==> src/rtl/coal_pkg.sv <==
package coal_pkg;
   localparam int REG_W = 32;
   localparam int ADDR_CTRL = 0;
   localparam int ADDR_STAT = 1;
endpackage

==> src/rtl/coal_ctrl_reg.sv <==
module coal_ctrl_reg #(
   parameter int TMO_W = 16,
   parameter int CNT_W = 8,
   parameter int IDX_W = 5
) (
   input  logic                     clk,
   input  logic                     rst_n,
   input  logic                     wr_ctrl,
   input  logic [coal_pkg::REG_W-1:0] wdata,
   output logic                     en,
   output logic [TMO_W-1:0]         tmo,
   output logic [CNT_W-1:0]         thr,
   output logic [IDX_W-1:0]         idx,
   output logic [coal_pkg::REG_W-1:0] ctrl_word
);
   localparam int IDX_LSB = 3;
   localparam int CNT_LSB = IDX_LSB + IDX_W;
   localparam int TMO_LSB = CNT_LSB + CNT_W;

   if (TMO_LSB + TMO_W != coal_pkg::REG_W) begin : g_bad_layout
      $error("coal_ctrl_reg: field widths must fill the control word");
   end

   logic [1:0] unused_rsvd;
   assign unused_rsvd = wdata[2:1];

   always_ff @(posedge clk or negedge rst_n) begin
      if (!rst_n) begin
         en  <= 1'b0;
         tmo <= TMO_W'(1);
         thr <= CNT_W'(1);
         idx <= IDX_W'(1);
      end else if (wr_ctrl) begin
         en  <= wdata[0];
         idx <= wdata[IDX_LSB +: IDX_W];
         if (!en) begin
            tmo <= wdata[TMO_LSB +: TMO_W];
            thr <= wdata[CNT_LSB +: CNT_W];
         end
      end
   end

   assign ctrl_word = {tmo, thr, idx, 2'b00, en};

   assert_cfg_locked_R2: assert property (@(posedge clk) disable iff (!rst_n)
      en |=> ($stable(tmo) && $stable(thr)));
endmodule

==> src/rtl/coal_engine.sv <==
module coal_engine #(
   parameter int TMO_W = 16,
   parameter int CNT_W = 8
) (
   input  logic             clk,
   input  logic             rst_n,
   input  logic             en,
   input  logic [TMO_W-1:0] tmo,
   input  logic [CNT_W-1:0] thr,
   input  logic             cmpl,
   input  logic             tick,
   output logic             fire
);
   logic [CNT_W-1:0] cnt_q, cnt_inc;
   logic [TMO_W-1:0] tmr_q, tmr_inc;
   logic             pend, hit_cnt, hit_tmo;
   logic [CNT_W:0]   cnt_sum;
   logic [TMO_W:0]   tmr_sum;

   always_comb begin
      pend    = (cnt_q != '0) || cmpl;
      cnt_sum = {1'b0, cnt_q} + (CNT_W+1)'(cmpl);
      cnt_inc = cnt_sum[CNT_W] ? '1 : cnt_sum[CNT_W-1:0];
      tmr_sum = {1'b0, tmr_q} + (TMO_W+1)'(tick && pend);
      tmr_inc = tmr_sum[TMO_W] ? '1 : tmr_sum[TMO_W-1:0];
      hit_cnt = (thr != '0) && (cnt_inc >= thr);
      hit_tmo = (tmo != '0) && pend && (tmr_inc >= tmo);
      fire    = en && (hit_cnt || hit_tmo);
   end

   always_ff @(posedge clk or negedge rst_n) begin
      if (!rst_n) begin
         cnt_q <= '0;
         tmr_q <= '0;
      end else if (!en || fire) begin
         cnt_q <= '0;
         tmr_q <= '0;
      end else begin
         cnt_q <= cnt_inc;
         tmr_q <= tmr_inc;
      end
   end

   assert_cnt_below_thr_R3: assert property (@(posedge clk) disable iff (!rst_n)
      (en && thr != '0) |-> (cnt_q < thr));
   assert_tmr_below_tmo_R4: assert property (@(posedge clk) disable iff (!rst_n)
      (en && tmo != '0) |-> (tmr_q < tmo));
   assert_fire_clears_R8: assert property (@(posedge clk) disable iff (!rst_n)
      fire |=> (cnt_q == '0 && tmr_q == '0));
   assert_idle_timer_R9: assert property (@(posedge clk) disable iff (!rst_n)
      (cnt_q == '0) |-> (tmr_q == '0));
endmodule

==> src/rtl/coal_status.sv <==
module coal_status #(
   parameter int STAT_W = 32,
   parameter int IDX_W  = 5
) (
   input  logic              clk,
   input  logic              rst_n,
   input  logic              fire,
   input  logic [IDX_W-1:0]  idx,
   input  logic              wr_clr,
   input  logic [STAT_W-1:0] clr_mask,
   output logic [STAT_W-1:0] stat
);
   if (STAT_W > (1 << IDX_W) || STAT_W > coal_pkg::REG_W) begin : g_bad_width
      $error("coal_status: status width exceeds index range or word size");
   end

   logic [STAT_W-1:0] set_v;

   for (genvar i = 0; i < STAT_W; i++) begin : g_bit
      assign set_v[i] = fire && (idx == IDX_W'(i));
      always_ff @(posedge clk or negedge rst_n) begin
         if (!rst_n)                    stat[i] <= 1'b0;
         else if (set_v[i])             stat[i] <= 1'b1;
         else if (wr_clr && clr_mask[i]) stat[i] <= 1'b0;
      end
   end

   assert_one_set_R6: assert property (@(posedge clk) disable iff (!rst_n)
      $onehot0(set_v));
   assert_set_wins_R11: assert property (@(posedge clk) disable iff (!rst_n)
      (set_v != '0) |=> ((stat & $past(set_v)) == $past(set_v)));
endmodule

==> src/rtl/cmpl_coalesce.sv <==
module cmpl_coalesce #(
   parameter int TMO_W  = 16,
   parameter int CNT_W  = 8,
   parameter int IDX_W  = 5,
   parameter int STAT_W = 32
) (
   input  logic        clk,
   input  logic        rst_n,
   input  logic        cmpl_pulse,
   input  logic        ms_tick,
   input  logic        bus_wr,
   input  logic        bus_addr,
   input  logic [31:0] bus_wdata,
   output logic [31:0] bus_rdata,
   output logic [31:0] stat_vec
);
   localparam int PAD_W = coal_pkg::REG_W - STAT_W;

   logic             en, fire;
   logic [TMO_W-1:0] tmo;
   logic [CNT_W-1:0] thr;
   logic [IDX_W-1:0] idx;
   logic [31:0]      ctrl_word;
   logic [STAT_W-1:0] stat;
   logic             wr_ctrl, wr_stat;

   assign wr_ctrl = bus_wr && (bus_addr == 1'(coal_pkg::ADDR_CTRL));
   assign wr_stat = bus_wr && (bus_addr == 1'(coal_pkg::ADDR_STAT));

   coal_ctrl_reg #(.TMO_W(TMO_W), .CNT_W(CNT_W), .IDX_W(IDX_W)) u_ctrl (
      .clk(clk), .rst_n(rst_n), .wr_ctrl(wr_ctrl), .wdata(bus_wdata),
      .en(en), .tmo(tmo), .thr(thr), .idx(idx), .ctrl_word(ctrl_word));

   coal_engine #(.TMO_W(TMO_W), .CNT_W(CNT_W)) u_eng (
      .clk(clk), .rst_n(rst_n), .en(en), .tmo(tmo), .thr(thr),
      .cmpl(cmpl_pulse), .tick(ms_tick), .fire(fire));

   coal_status #(.STAT_W(STAT_W), .IDX_W(IDX_W)) u_stat (
      .clk(clk), .rst_n(rst_n), .fire(fire), .idx(idx),
      .wr_clr(wr_stat), .clr_mask(bus_wdata[STAT_W-1:0]), .stat(stat));

   if (PAD_W > 0) begin : g_pad
      assign stat_vec = {{PAD_W{1'b0}}, stat};
   end else begin : g_nopad
      assign stat_vec = stat;
   end

   assign bus_rdata = bus_addr ? stat_vec : ctrl_word;

   assert_quiet_when_off_R7: assert property (@(posedge clk) disable iff (!rst_n)
      !en |=> ((stat_vec & ~$past(stat_vec)) == '0));
   assert_rsvd_zero_R1: assert property (@(posedge clk) disable iff (!rst_n)
      ctrl_word[2:1] == 2'b00);
endmodule

==> config.mk <==
export PLATFORM = sky130hd
export DESIGN_NAME = cmpl_coalesce
export DESIGN_NICKNAME = d
export VERILOG_FILES = /design/src/rtl/coal_pkg.sv /design/src/rtl/coal_ctrl_reg.sv /design/src/rtl/coal_engine.sv /design/src/rtl/coal_status.sv /design/src/rtl/cmpl_coalesce.sv
export SDC_FILE = /design/constraint.sdc
export NUM_CORES = 1
export LEC_CHECK = 0
export BUFFER_PORTS_ARGS = -buffer_cell sky130_fd_sc_hd__buf_4
export CORE_ASPECT_RATIO = 1.1
export CORE_UTILIZATION = 55
export CTS_BUF_LIST = sky130_fd_sc_hd__clkbuf_8
export DETAILED_ROUTE_END_ITERATION = 7
export MAX_ROUTING_LAYER = met4
export PLACE_DENSITY = 0.83
export SLEW_MARGIN = 20
export SYNTH_ARGS = -nofsm -noshare
export SYNTH_HDL_FRONTEND = slang
export SYNTH_SLANG_ARGS = --single-unit
export TNS_END_PERCENT = 100
==> constraint.sdc <==
create_clock -name clk -period 4 [get_ports clk]
set_input_delay 0.6 -clock clk [delete_from_list [all_inputs] [get_ports clk]]
set_output_delay 0.6 -clock clk [all_outputs]
set_load 0.01 [all_outputs]
* Yosys cells after proc, flatten, opt, wreduce, memory -nomap -nowiden
Index checks and enable logic that the tools add are counted.
W data, S select, Z words.
** Word-level totals
- Flip-flop bits (word level) :: 86
- Input bits :: 38
- Output and inout port bits :: 64
- Logic and storage cells :: 256
** Operators by class
- Add/sub/neg operators :: 2
- $lt $le $gt $ge :: 2
- Equality and inequality tests :: 31
- Multiplexer cells :: 69
- Bitwise operators :: 2
- Reduce and logical (&&, ||, !) cells :: 112
** Operator list (number)
- $eq A5 B5 Y1 const B :: 16
- $logic_and A1 B1 Y1 :: 71
- $mux W1 :: 64
- $reduce_bool A2 Y1 :: 32
- $eq A5 B4 Y1 const B :: 8
- $mux W16 :: 2
- $mux W32 :: 1
- $eq A5 B3 Y1 const B :: 4
- $add A16 B1 Y17 :: 1
- $ge A16 B16 Y1 :: 1
- $mux W8 :: 2
- $reduce_bool A16 Y1 :: 1
- $reduce_bool A8 Y1 :: 2
- $eq A5 B2 Y1 const B :: 2
- $add A8 B1 Y9 :: 1
- $ge A8 B8 Y1 :: 1
- $eq A5 B1 Y1 const B :: 1
- $logic_not A5 Y1 :: 1
- $logic_or A1 B1 Y1 :: 3
- $not A1 Y1 :: 2
- $reduce_and A2 Y1 :: 1
- $logic_not A1 Y1 :: 1

* Logic depth before layout (Yosys ltp)
Gate-level depths: netlist (run 1).
- Depth in word-level cells :: 11
- Depth in mapped cells :: 17
- Depth with buffers taken out :: 15

* Cells and area by module
Synthesis (run 1) repeated with hierarchy kept, for this count alone.
** Second synthesis, totals
- Cell total of the unflattened synthesis :: 492
- Area total of the unflattened synthesis :: 5452.7 um2
** By module, submodules not included
- coal_engine :: instances 1, cells an instance 233, area each 2004.4 um2, sequential area each 600.6 um2
- coal_ctrl_reg :: instances 1, cells an instance 98, area each 1487.7 um2, sequential area each 754.5 um2
- coal_status :: instances 1, cells an instance 123, area each 1416.4 um2, sequential area each 800.8 um2
- cmpl_coalesce :: instances 1, cells an instance 38, area each 544.3 um2, sequential area each 0.0 um2

* Worst setup path before layout (run 1)
Ideal clock, no wire load.
- Path type :: input-to-reg
- Start point :: input cmpl_pulse
- End point :: register u_stat.stat[11]
- Library setup time :: 0.130 ns
- Arrival :: 3.536 ns
- Required time :: 3.870 ns
- Path slack :: 0.335 ns
- Cell stages on the path :: 17
- Path buffers :: 3
- Cells stage by stage :: nor2_1 > nand3_1 > and2_1 > ha_1 > ha_1 > nand4_1 > or4_1 > buf_2 > o21ai_0 > ha_1 > o21a_1 > o21ai_0 > o21bai_2 > a2111oi_2 > buf_6 > clkbuf_2 > o21ai_0
** On the way
- Longest elaborated chain between the ends :: 10
- Elaborated cells between the ends (all ways) :: 16
- Those cells by class :: 2 x add/sub; 2 x order compare; 3 x mux; 9 x reduce/logical
** RTL lines
- from (decl) :: line cmpl_coalesce.sv:9 : input logic cmpl_pulse,
- $logic_or A1 B1 Y1 :: line coal_engine.sv:21 : pend = (cnt_q != '0) || cmpl;
- $logic_and A1 B1 Y1 :: line coal_engine.sv:24 : tmr_sum = {1'b0, tmr_q} + (TMO_W+1)'(tick && pend);
- $add A16 B1 Y17 :: line coal_engine.sv:24
- $mux W16 :: line coal_engine.sv:25 : tmr_inc = tmr_sum[TMO_W] ? '1 : tmr_sum[TMO_W-1:0];
- $ge A16 B16 Y1 :: line coal_engine.sv:27 : hit_tmo = (tmo != '0) && pend && (tmr_inc >= tmo);
- $logic_and A1 B1 Y1 :: line coal_engine.sv:27
- $logic_or A1 B1 Y1 (*) :: line coal_engine.sv:28 : fire = en && (hit_cnt || hit_tmo);
- $logic_and A1 B1 Y1 (*) :: line coal_engine.sv:28
- $logic_and A1 B1 Y1 (*) :: line coal_status.sv:20 : assign set_v[i] = fire && (idx == IDX_W'(i));
- $mux W1 or $reduce_bool A2 Y1 (tied branches)
- to (signal, indexed assignment) :: line coal_status.sv:22 : if (!rst_n) stat[i] <= 1'b0;
- to (signal, indexed assignment) :: line coal_status.sv:23 : else if (set_v[i]) stat[i] <= 1'b1;
- to (signal, indexed assignment) :: line coal_status.sv:24 : else if (wr_clr && clr_mask[i]) stat[i] <= 1'b0;
- to (decl) :: line coal_status.sv:11 : output logic [STAT_W-1:0] stat
Every way passes the cells marked *; elsewhere a longest branch is shown, timed or not.
A chain may end at the register's enable or synchronous reset.

* Final worst setup path (run 1)
- Start point :: register u_eng.cnt_q[6]
- End point :: register u_eng.tmr_q[3]
** On the way
- Longest elaborated chain between the ends :: 11
- Elaborated cells between the ends (all ways) :: 16
- Those cells by class :: 2 x add/sub; 2 x order compare; 3 x mux; 9 x reduce/logical
** RTL lines
- from (decl) :: line coal_engine.sv:14 : logic [CNT_W-1:0] cnt_q, cnt_inc;
- from (signal assigned) :: line coal_engine.sv:39 : cnt_q <= cnt_inc;
- $reduce_bool A8 Y1 :: line coal_engine.sv:21
- $logic_or A1 B1 Y1 :: line coal_engine.sv:21
- $logic_and A1 B1 Y1 :: line coal_engine.sv:24
- $add A16 B1 Y17 :: line coal_engine.sv:24
- $mux W16 :: line coal_engine.sv:25
- $ge A16 B16 Y1 :: line coal_engine.sv:27
- $logic_and A1 B1 Y1 :: line coal_engine.sv:27
- $logic_or A1 B1 Y1 :: line coal_engine.sv:28
- $logic_and A1 B1 Y1 :: line coal_engine.sv:28
- $logic_or A1 B1 Y1 :: line coal_engine.sv:35 : end else if (!en || fire) begin
- $mux W16 (*) :: line coal_engine.sv:35
- to (signal assigned) :: line coal_engine.sv:40 : tmr_q <= tmr_inc;
- to (decl) :: line coal_engine.sv:15 : logic [TMO_W-1:0] tmr_q, tmr_inc;
Marked as above.

==> metrics.yaml, run 1 <==
placement:
  gp_congestion: 0.965
  portBuffers: 101
  place_ws_ns: -0.123
  numPlacedInstances: 825
  dp_hpwl_mm: 11.1
  postPlaceCellArea_um2: 6210
final_layout:
  antenna_cells: 0
  stdcell_area_um2: 6660
  fillers: 746
  drive_gt1_share_pct: 24.2
  multiInputGateArea_um2: 3070
  final_cells: 856
  nets: 800
  syn2layout_area_growth_pct: 23.3
  regArea_um2: 2160
worst_hold_path:
  hp-class: "in -> async"
power_and_ir_drop:
  sequentialPowerShare_pct: 42.2
  switching_power_w: 0.000806
  p_clk_share_pct: 30.9
  ir_worst_vdd_uv: 217
  p_int_w: 0.00161
  power_switching_share_pct: 33.4
  combinationalPowerShare_pct: 27.0
  p_per_area_nw_per_um2: 362
  total_power_w: 0.00241
  cellLeakagePower_nw: 2.99
route:
  vias: 5379
  ant_nets: 0
  wire_per_inst_um: 18.9
  dr.pass1.iters: 5
  wl_mm: 16.2
  vias_per_cell: 6.28
  drt_iter0_drc: 461
  drc_errors: 0
clock_network:
  clock-sinks: 86
  clkLatencyLatePin_ns: 0.37
  cts_max_level: 3
  cts_made_buffers: 9
  cts_tree: "built"
  cts-hold-fix-buffers: 0
  cts_root_buffer: "clkbuf_8"
  clk_pin_slew_ns: 0.09
  clockBufferDepth: 2
setup_path:
  slowest_stage: "or3_1"
  cp_data_required_time_ns: 4.23
  crit_arrival_ns: 4.10
  max_stage_delay_ns: 0.47
  crit_type: "reg -> reg"
  crit_chain: "nor4_2 > nand3_1 > and2_1 > ha_4 > ha_2 > nand4_1 > buf_4 > nor4_4 > or3_1 > ha_1 > nand4_1 > nor3_2 > a2111o_1 > buf_6 > a211oi_1"
  cpMostUsedCell: "nand4_1"
  critPathLaunchType: "flop"
  critPathBufInv: 2
  critical_path.max_fanout: 8
  end_kind: "flop"
  cpLargestDelayFamily: "simple AND/OR/NAND/NOR gates"
synth:
  synth_area_um2: 5410
  synth.avg_cell_area_um2: 8.43
  yosysWarnings: 0
  syn-num-nets: 707
  syn_inst: 641
  netlist.area_leader.share_pct: 38.4
  synthTopCellsByCount: "nand2_1, o21ai_0, dfrtp_1"
  synth.area.top_cells: "dfrtp_1, nand2_1, o21ai_0"
  ys.flop_type: "dfrtp_1"
  synth.distinct_cells: 49
  synth_enable_flop_cells: 0
  postSynth.asyncResetShare_pct: 100
  ys_seq_elements: 86
  yosysMostFrequentCell: "nand2_1"
  synth_seq_area_share_pct: 39.9
  synth_top_area_cell: "dfrtp_1"
sta:
  relSlewSlack_pct: 42.5
  hold_violations: 0
  tns_ns: 0
  period_share_pct: 96.6
  finalCriticalPeriod_ns: 3.86
  skew_ns: 0.0165
  max_freq_mhz: 259
  setup_slack_ns: 0.136
  setup_violations: 0
  tightest_slew_ns: 0.863
  slew_viol_final: 0
global_routing:
  grt_pass1_wl_mm: 24.9
  grtUsageTotal_pct: 32.7
  gr-total-overflow: 0
  grt_max_degree: 87
  antenna_found_initial: 0
  grt_pass1_vias: 5013
run:
  cap_violations: 0
floorplan:
  core-area_um2: 9440
  die_w_um: 96.5
  start_util_pct: 57.2
  pin_count: 102
  die-area_um2: 10200
  fp.dieH_um: 106
  row_count: 37
status:
  outcome: "completed"
path summary, 6_finish.rpt:
kind | from | to | slack, ns | cells past startpoint
max in group asynchronous | rst_n | u_eng.cnt_q[2] | 3.13 | 1
setup reg to reg | u_eng.cnt_q[6] | u_eng.tmr_q[3] | 0.14 | 15
hold / removal | rst_n | u_stat.stat[20] | 0.27 | 1
hold reg to reg | u_stat.stat[2] | u_stat.stat[2] | 0.53 | 2
setup / recovery | u_eng.cnt_q[6] | u_eng.tmr_q[3] | 0.14 | 15
min in group clk | bus_wdata[0] | u_ctrl.en | 0.44 | 3
sequential cells by signal (all words and copies together) (netlist names):
name         count
u_ctrl.en        1
u_ctrl.idx       5
u_ctrl.thr       8
u_ctrl.tmo      16
u_eng.cnt_q      8
u_eng.tmr_q     16
u_stat.stat     32
final cells by class:
class,count,area share (%)
Clock buffer,9,1.86
Sequential cell,86,32.4
Inverter,28,1.58
Tap cell,117,2.20
Timing Repair Buffer,125,14.3
Clock inverter,7,1.71
Multi-Input combinational cell,484,46.0
routing by layer:
| metal | GRT usage [%] | routed length [um] | vias up |
|---|---|---|---|
| met5 | - | 0 | - |
| li1 | - | - | 2481 |
| met2 | 51.2 | 8080 | 284 |
| met4 | 12.4 | 437 | 0 |
| met3 | 4.86 | 1040 | 39 |
| met1 | 42.9 | 6660 | 2575 |
cell usage in the layout, fill, tap and decap left out, types with 3 or more instances in the layout:
cell and n:
dfstp_2 3, ha_1 25, clkbuf_8 9, and2_1 8, and3_1 4, buf_6 3, a31oi_1 7, a2111oi_4 3
or3_1 4, inv_1 30, nand3_1 13, mux2_2 15, xor2_1 6, nor2b_1 4, dfrtp_1 82, a21boi_0 4
a21oi_1 8, bufinv_16 3, a211oi_1 10, nand4_1 7, nand2_1 142, o2111a_1 15, buf_4 122, xnor2_1 3
o21ai_0 87, nor2_1 38, a32oi_1 29, nor4_1 6, nand2b_1 6, nor3_1 8
logic make-up (layout without fill, tap and decap cells):
family	count (synthesis)	after routing	synth area share (%)
xor+xnor	9	9	1.46
buf+inv	72	169	5.46
fa+ha+maj	28	28	6.48
simple gates	257	258	21.3
flops	86	86	39.9
mux	15	15	3.12
compound gates	174	174	22.3
through the flow:
stage	utilization, %	hold slack, ns
finish	70.6	0.270
global route	70.6	0.337
CTS	68.3	0.439
detailed placement	65.8	0.511
global placement	65.8	0.495
floorplan	-	0.304
power by group through the flow:
stage                     registers, W  logic [W]  clock network (W)
final                          0.00102   0.000650           0.000744
after global routing           0.00102   0.000700           0.000778
after CTS                      0.00101   0.000620           0.000744
after detailed placement       0.00103   0.000611                  0
after global placement         0.00102   0.000590                  0
after floorplan                0.00100   0.000386                  0
repair_timing:
item	CTS	global route
resized for setup	0	18
endpoints found under the setup margin	0	56
buffers inserted	0	14
No activity file was read; power rests on OpenSTA's default activity.
==> run 2, diff against run 1 <==
--- a/config.mk
+++ b/config.mk
@@ -6,8 +6,10 @@
 export NUM_CORES = 1
 export LEC_CHECK = 0
 export BUFFER_PORTS_ARGS = -buffer_cell sky130_fd_sc_hd__buf_4
+export CELL_PAD_IN_SITES_DETAIL_PLACEMENT = 1
+export CELL_PAD_IN_SITES_GLOBAL_PLACEMENT = 2
 export CORE_ASPECT_RATIO = 1.1
-export CORE_UTILIZATION = 55
+export CORE_UTILIZATION = 31
 export CTS_BUF_LIST = sky130_fd_sc_hd__clkbuf_8
 export DETAILED_ROUTE_END_ITERATION = 7
 export MAX_ROUTING_LAYER = met4
==> constraint.sdc (replaced) <==
create_clock -name clk -period 3.35 [get_ports clk]
set_input_delay 0.5025 -clock clk [delete_from_list [all_inputs] [get_ports clk]]
set_output_delay 0.5025 -clock clk [all_outputs]
set_load 0.01 [all_outputs]
==> run 2 against run 1 <==
The flow now finishes with violations (setup timing). Cell count up 22%. Total power is 18% higher. Setup slack worse by 0.51 ns. Hold slack lost 0.23 ns. Utilization decreased by 26 points. Non-clock buffer count is 69 higher. Clock skew decreased by 0.0086 ns. Design area increased by 15%. Sequential share of layout area fell by 4.2 points. Wire length grew 28%. Via count grew 3.6%. Critical path type unchanged.
==> metrics.yaml, run 2 (same netlist as run 1, synthesis figures left out) <==
status:
  outcome: "finished with violations"
  violations: "setup timing"
sta:
  period_share_pct: 111  # +15 points
  setup_violations: 56  # +56
  tightest_slew_ns: 0.915  # +0.0518 ns
  max_freq_mhz: 269  # +3.8%
  setup_slack_ns: -0.373  # -0.508 ns
  slew_viol_final: 0  # unchanged
  skew_ns: 0.00788  # -0.00859 ns
  finalCriticalPeriod_ns: 3.72  # -0.142 ns
  rsz0062_at_grt: "yes"
  relSlewSlack_pct: 39.0  # -3.5 points
  hold_violations: 0  # unchanged
clock_network:
  clock-sinks: 86  # unchanged
  cts_root_buffer: "clkbuf_8"
  cts_max_level: 3  # unchanged
  cts-hold-fix-buffers: 0  # unchanged
  clockBufferDepth: 2  # unchanged
  cts_made_buffers: 9  # unchanged
  clkLatencyLatePin_ns: 0.37  # about the same
  cts_tree: "built"
  clk_pin_slew_ns: 0.09  # about the same
final_layout:
  largest-register: "u_stat.stat"
  multiInputGateArea_um2: 3350  # +9.1%
  layout.cells.most_common: "buf_4"
  largest_register_ffs: 32  # unchanged
  antenna_cells: 0  # unchanged
  stdcell_area_um2: 7650  # +15%
  final_cell_mix: "buf_4, nand2_1, dfrtp_1"
  reg_top3: "u_stat.stat (32), u_ctrl.tmo (16), u_eng.tmr_q (16)"
  regArea_um2: 2160  # about the same
  final_cells: 1041  # +22%
  drive_gt1_share_pct: 35.9  # +12 points
  nets: 869  # +8.6%
  fillers: 2030  # +170%
  syn2layout_area_growth_pct: 41.6
power_and_ir_drop:
  ir_worst_vdd_uv: 180  # -17%
  p_per_area_nw_per_um2: 373  # +3.2%
  cellLeakagePower_nw: 3.40  # +14%
setup_path:
  cp_data_required_time_ns: 3.63  # -0.60 ns
  reg2reg_from: "u_eng.cnt_q[3]"
  critPathLaunchType: "flop"
  crit_type: "reg -> reg"
  worstSetupEndpoint: "u_eng.cnt_q[3]"
  critical_path.max_fanout: 5  # -3
  end_kind: "flop"
  crit_start: "u_eng.cnt_q[3]"
  rr_worst_depth: 17  # +2
  ff2ff_setup_slack_ns: -0.37  # -0.51 ns
  r2r-end: "u_eng.cnt_q[3]"
  crit_arrival_ns: 4.00  # -0.10 ns
floorplan:
  die-area_um2: 18000  # +76%
  start_util_pct: 31.8  # -25 points
  die_w_um: 128  # +33%
  core-area_um2: 17000  # +80%
  fp.dieH_um: 140  # +33%
  pin_count: 102  # unchanged
  row_count: 50  # +35%
route:
  met1_length_mm: 8.71  # +31%
  drt_iter0_drc: 261  # -43%
  met3_length_um: 659  # -37%
  highest_layer: "met4"
  dr.pass1.iters: 5  # unchanged
  drc_errors: 0  # unchanged
  dr_wl_met2_mm: 10.9  # +35%
  vias: 5570  # +3.6%
  vias_per_cell: 5.35  # -15%
  wl_mm: 20.8  # +28%
  wire_per_inst_um: 20.0  # +5.7%
  ant_nets: 0  # unchanged
global_routing:
  antenna_found_initial: 0  # unchanged
  grt_pass1_wl_mm: 32.3  # +30%
  gr-total-overflow: 0  # unchanged
  grt_pass1_vias: 5951  # +19%
  grtUsageTotal_pct: 23.8  # -8.9 points
  grt_max_degree: 58  # -33%
placement:
  gp_congestion: 0.866  # -10%
  postPlaceCellArea_um2: 6790  # +9.3%
  dp_hpwl_mm: 14.3  # +29%
  numPlacedInstances: 985  # +19%
  portBuffers: 101  # unchanged
worst_hold_path:
  hp-class: "in -> async"
run:
  cap_violations: 0  # unchanged
## run 2: changes by cell type in the layout (fill, tap and decap cells not counted), moves of 9 or more
cell	delta
buf_4	+57
o21ai_0	-36
o21ai_1	+21
o21ai_2	+15
ha_4	+9
## run 2: through the flow
stage	TNS (ns)	hold WS, ns	power [W]	util, %	worst slack, ns
after floorplan	-2.33	0.207	0.00167	-	-0.0846
after global placement	-19.79	0.448	0.00200	39.9	-0.403
after detailed placement	-27.66	0.449	0.00204	39.9	-0.566
after CTS	-13.34	0.0478	0.00280	44.1	-0.291
after global routing	-25.36	0.0575	0.00300	45.0	-0.519
final	-16.49	0.0445	0.00286	45.0	-0.373
## run 2: how the worst min path moves through the flow
stage	end	slack, ns
6_report	u_stat.stat[16]	0.04
4_1_cts	u_stat.stat[16]	0.05
5_1_grt	u_stat.stat[1]	0.06
2_1_floorplan	u_ctrl.en	0.21
3_3_place_gp	u_stat.stat[1]	0.45
3_5_place_dp	u_stat.stat[1]	0.45
## run 2: repair_timing
item	in CTS	in global routing
endpoints found under the setup margin	56	56
resized for setup	71	14
cloned	3	0
setup buffers	28	12
pin swaps	19	18
## run 2: power breakdown
group          internal, W  switching (W)
sequential         0.00113      0.0000852
combinational     0.000412       0.000561
clock             0.000276       0.000392
total              0.00182        0.00104
## run 2: routing by layer
metal | global-route usage [%] | vias up
li1 | - | 2616
met1 | 28.8 | 2786
met2 | 40.8 | 133
met3 | 2.79 | 35
met4 | 8.36 | 0
met5 | - | -
## run 2: worst max-delay path, cell delays in order (launching register included)
cell	delay (ns)
dfrtp_1	0.40
nor4_2	0.05
nand3_1	0.11
and2_4	0.16
ha_4	0.15
ha_4	0.12
nand4_1	0.09
buf_4	0.18
buf_4	0.13
nor4_2	0.38
nor2_1	0.12
a31oi_2	0.21
ha_1	0.29
nand4_1	0.18
nor3_4	0.09
a2111o_1	0.57
buf_6	0.18
a211oi_2	0.21
## run 2: area by class of cell
cell class / instances / area share, %
Timing Repair Buffer: 194 / 20.8
Sequential cell: 86 / 28.2
Tap cell: 234 / 3.83
Clock inverter: 5 / 0.278
Inverter: 28 / 1.42
Multi-Input combinational cell: 484 / 43.7
Clock buffer: 10 / 1.80
==> run 3, diff against run 2 <==
--- a/config.mk
+++ b/config.mk
@@ -13,7 +13,7 @@
 export CTS_BUF_LIST = sky130_fd_sc_hd__clkbuf_8
 export DETAILED_ROUTE_END_ITERATION = 7
 export MAX_ROUTING_LAYER = met4
-export PLACE_DENSITY = 0.83
+export PLACE_DENSITY_LB_ADDON = 0.1
 export SLEW_MARGIN = 20
 export SYNTH_ARGS = -nofsm -noshare
 export SYNTH_HDL_FRONTEND = slang
==> run 3 against run 2 <==
The run still ends with setup timing left. Maximum frequency decreased by 0.30%. Non-clock buffer count down 10. Clock skew up 0.0026 ns. Clock power increased by 16%. Sequential share of layout area shrank 0.27 points. Sequential power about the same. Combinational power barely moved. Largest power group unchanged. Total power up 3.2%. Die area stayed put. Clock-buffer cell count rose by 1. Critical path depth did not move.
==> metrics.yaml, run 3 (same netlist as run 1, synthesis figures left out) <==
status:
  outcome: "finished with violations"
  violations: "setup timing"
floorplan:
  start_util_pct: 31.8  # unchanged
  die_w_um: 128  # unchanged
  die-area_um2: 18000  # unchanged
  row_count: 50  # unchanged
  pin_count: 102  # unchanged
  core-area_um2: 17000  # unchanged
  fp.dieH_um: 140  # unchanged
clock_network:
  cts_root_buffer: "clkbuf_8"
  clockBufferDepth: 2  # unchanged
  cts_tree: "built"
  cts_made_buffers: 9  # unchanged
  clkLatencyLatePin_ns: 0.38  # about the same
  clk_pin_slew_ns: 0.08  # about the same
  clock-sinks: 86  # unchanged
  cts_max_level: 3  # unchanged
  cts-hold-fix-buffers: 0  # unchanged
final_layout:
  layout.cells.most_common: "buf_4"
  nets: 860  # -1.0%
  syn2layout_area_growth_pct: 43.0
  fillers: 2000  # -1.5%
  final_cells: 1033  # -0.77%
  largest-register: "u_stat.stat"
  drive_gt1_share_pct: 37.4  # +1.5 points
  largest_register_ffs: 32  # unchanged
  antenna_cells: 0  # unchanged
  reg_top3: "u_stat.stat (32), u_ctrl.tmo (16), u_eng.tmr_q (16)"
  multiInputGateArea_um2: 3400  # +1.7%
  final_cell_mix: "buf_4, nand2_1, dfrtp_1"
  regArea_um2: 2160  # unchanged
route:
  vias_per_cell: 5.28  # -1.3%
  vias: 5456  # -2.0%
  met1_length_mm: 9.95  # +14%
  drc_errors: 0  # unchanged
  dr.pass1.iters: 5  # unchanged
  dr_wl_met2_mm: 10.5  # -3.3%
  drt_iter0_drc: 268  # +2.7%
  ant_nets: 0  # unchanged
  wire_per_inst_um: 20.5  # +2.7%
  met3_length_um: 511  # -22%
  highest_layer: "met4"
  wl_mm: 21.2  # +1.9%
sta:
  rsz0062_at_grt: "yes"
  finalCriticalPeriod_ns: 3.73  # +0.0112 ns
  setup_slack_ns: -0.384  # -0.0112 ns
  hold_violations: 0  # unchanged
  hold_slack_ns: 0.134  # +0.0891 ns
  slew_viol_final: 0  # unchanged
  period_share_pct: 111  # +0.34 points
  setup_violations: 56  # unchanged
  tightest_slew_ns: 0.629  # -0.286 ns
  relSlewSlack_pct: 58.1  # +19 points
  max_freq_mhz: 268  # -0.30%
  skew_ns: 0.0105  # +0.00258 ns
setup_path:
  crit_arrival_ns: 4.05  # +0.05 ns
  crit_start: "u_eng.cnt_q[6]"
  critPathLaunchType: "flop"
  critical_path.max_fanout: 7  # +2
  crit_chain: "nor4_4 > nand3_2 > and2_4 > ha_4 > buf_4 > nand4_1 > nor2_2 > and3_1 > or3_4 > ha_4 > nand4_1 > o21ba_4 > buf_4 > a2111oi_4 > buf_6 > clkbuf_16 > o2111a_1"
  end_kind: "flop"
  slowest_stage: "dfrtp_1"
  crit_type: "reg -> reg"
  max_stage_delay_ns: 0.41  # -0.16 ns
  reg2reg_from: "u_eng.cnt_q[6]"
  cp_data_required_time_ns: 3.67  # +0.04 ns
placement:
  portBuffers: 101  # unchanged
  dp_hpwl_mm: 14.6  # +1.6%
  numPlacedInstances: 979  # -0.61%
  gp_congestion: 0.827  # -4.5%
power_and_ir_drop:
  ir_worst_vdd_uv: 224  # +25%
  p_clk_share_pct: 26.4  # +3.0 points
  cellLeakagePower_nw: 3.43  # +0.93%
  combinationalPowerShare_pct: 32.9  # -1.2 points
  power_switching_share_pct: 35.6  # -0.77 points
  p_per_area_nw_per_um2: 382  # +2.3%
  switching_power_w: 0.00105  # +1.1%
  total_power_w: 0.00295  # +3.2%
  sequentialPowerShare_pct: 40.7  # -1.8 points
  p_int_w: 0.00190  # +4.5%
global_routing:
  grtUsageTotal_pct: 24.8  # +0.99 points
  gr-total-overflow: 0  # unchanged
  grt_pass1_vias: 5781  # -2.9%
  grt_pass1_wl_mm: 32.9  # +1.9%
  grt_max_degree: 58  # unchanged
  antenna_found_initial: 0  # unchanged
run:
  cap_violations: 0  # unchanged
worst_hold_path:
  hp-class: "in -> async"
-- run 3: cell types whose count changed in the layout (fill, tap and decap cells not counted), sizes merged --
cell      previous run  this run
clkinv               2         1
bufinv               0         1
buf                194       181
clkinvlp             1         3
clkbuf              10        14
inv                 30        29
-- run 3: cell type report --
cell class	count	area share, %
Timing Repair inverter	1	0.0972
Inverter	28	1.41
Sequential cell	86	27.9
Timing Repair Buffer	184	20.1
Multi-Input combinational cell	484	44.1
Clock inverter	5	0.648
Clock buffer	11	1.96
Tap cell	234	3.79
-- run 3: worst max-delay path: cells and delay by family, from the launching register on --
family / cells / cell delay (ns)
adder cells (fa/ha/maj): 2 / 0.43
AO/OA/AOI/OAI: 3 / 0.64
buffers and inverters: 4 / 0.67
AND/OR/NAND/NOR: 8 / 1.53
flip-flops: 1 / 0.41
-- run 3: path summary, 6_finish.rpt --
kind | slack (ns) | cells after the start | end
max in group asynchronous | 2.47 | 2 | u_ctrl.idx[0]
hold reg to reg | 0.53 | 2 | u_stat.stat[2]
min in group clk | 0.34 | 3 | u_ctrl.tmo[9]
setup / recovery | -0.38 | 17 | u_eng.tmr_q[13]
setup reg to reg | -0.38 | 17 | u_eng.tmr_q[13]
hold / removal | 0.13 | 1 | u_eng.tmr_q[5]
-- run 3: what timing repair did --
action	CTS	global route
gates cloned	3	5
endpoints found under the setup margin	56	56
pin swaps	18	43
setup buffers	24	8
gates resized for setup	43	73
-- run 3: metal layers --
| layer | vias up | global-route usage (%) |
|---|---|---|
| met5 | - | - |
| met4 | 0 | 6.25 |
| met3 | 19 | 2.52 |
| met2 | 92 | 40.8 |
| met1 | 2746 | 32.6 |
| li1 | 2599 | - |
-- run 3: power by group through the flow --
stage / Clock (W) / Sequential [W] / Combinational [W]
6_report: 0.000777 / 0.00120 / 0.000971
5_1_grt: 0.000838 / 0.00121 / 0.00105
4_1_cts: 0.000800 / 0.00120 / 0.000938
3_5_place_dp: 0 / 0.00122 / 0.000860
3_3_place_gp: 0 / 0.00122 / 0.000834
2_1_floorplan: 0 / 0.00120 / 0.000470
-- run 3: per-stage QoR --
| step | setup TNS (ns) | area (um2) | setup WS, ns | utilization [%] |
|---|---|---|---|---|
| after global routing | -26.37 | 7730 | -0.538 | 45.4 |
| after CTS | -14.66 | 7340 | -0.330 | 43.2 |
| after detailed placement | -28.52 | 6730 | -0.617 | 39.5 |
| after floorplan | -2.33 | 5500 | -0.0846 | - |
| after global placement | -21.46 | 6730 | -0.465 | 39.5 |
| final | -17.43 | 7730 | -0.384 | 45.4 |
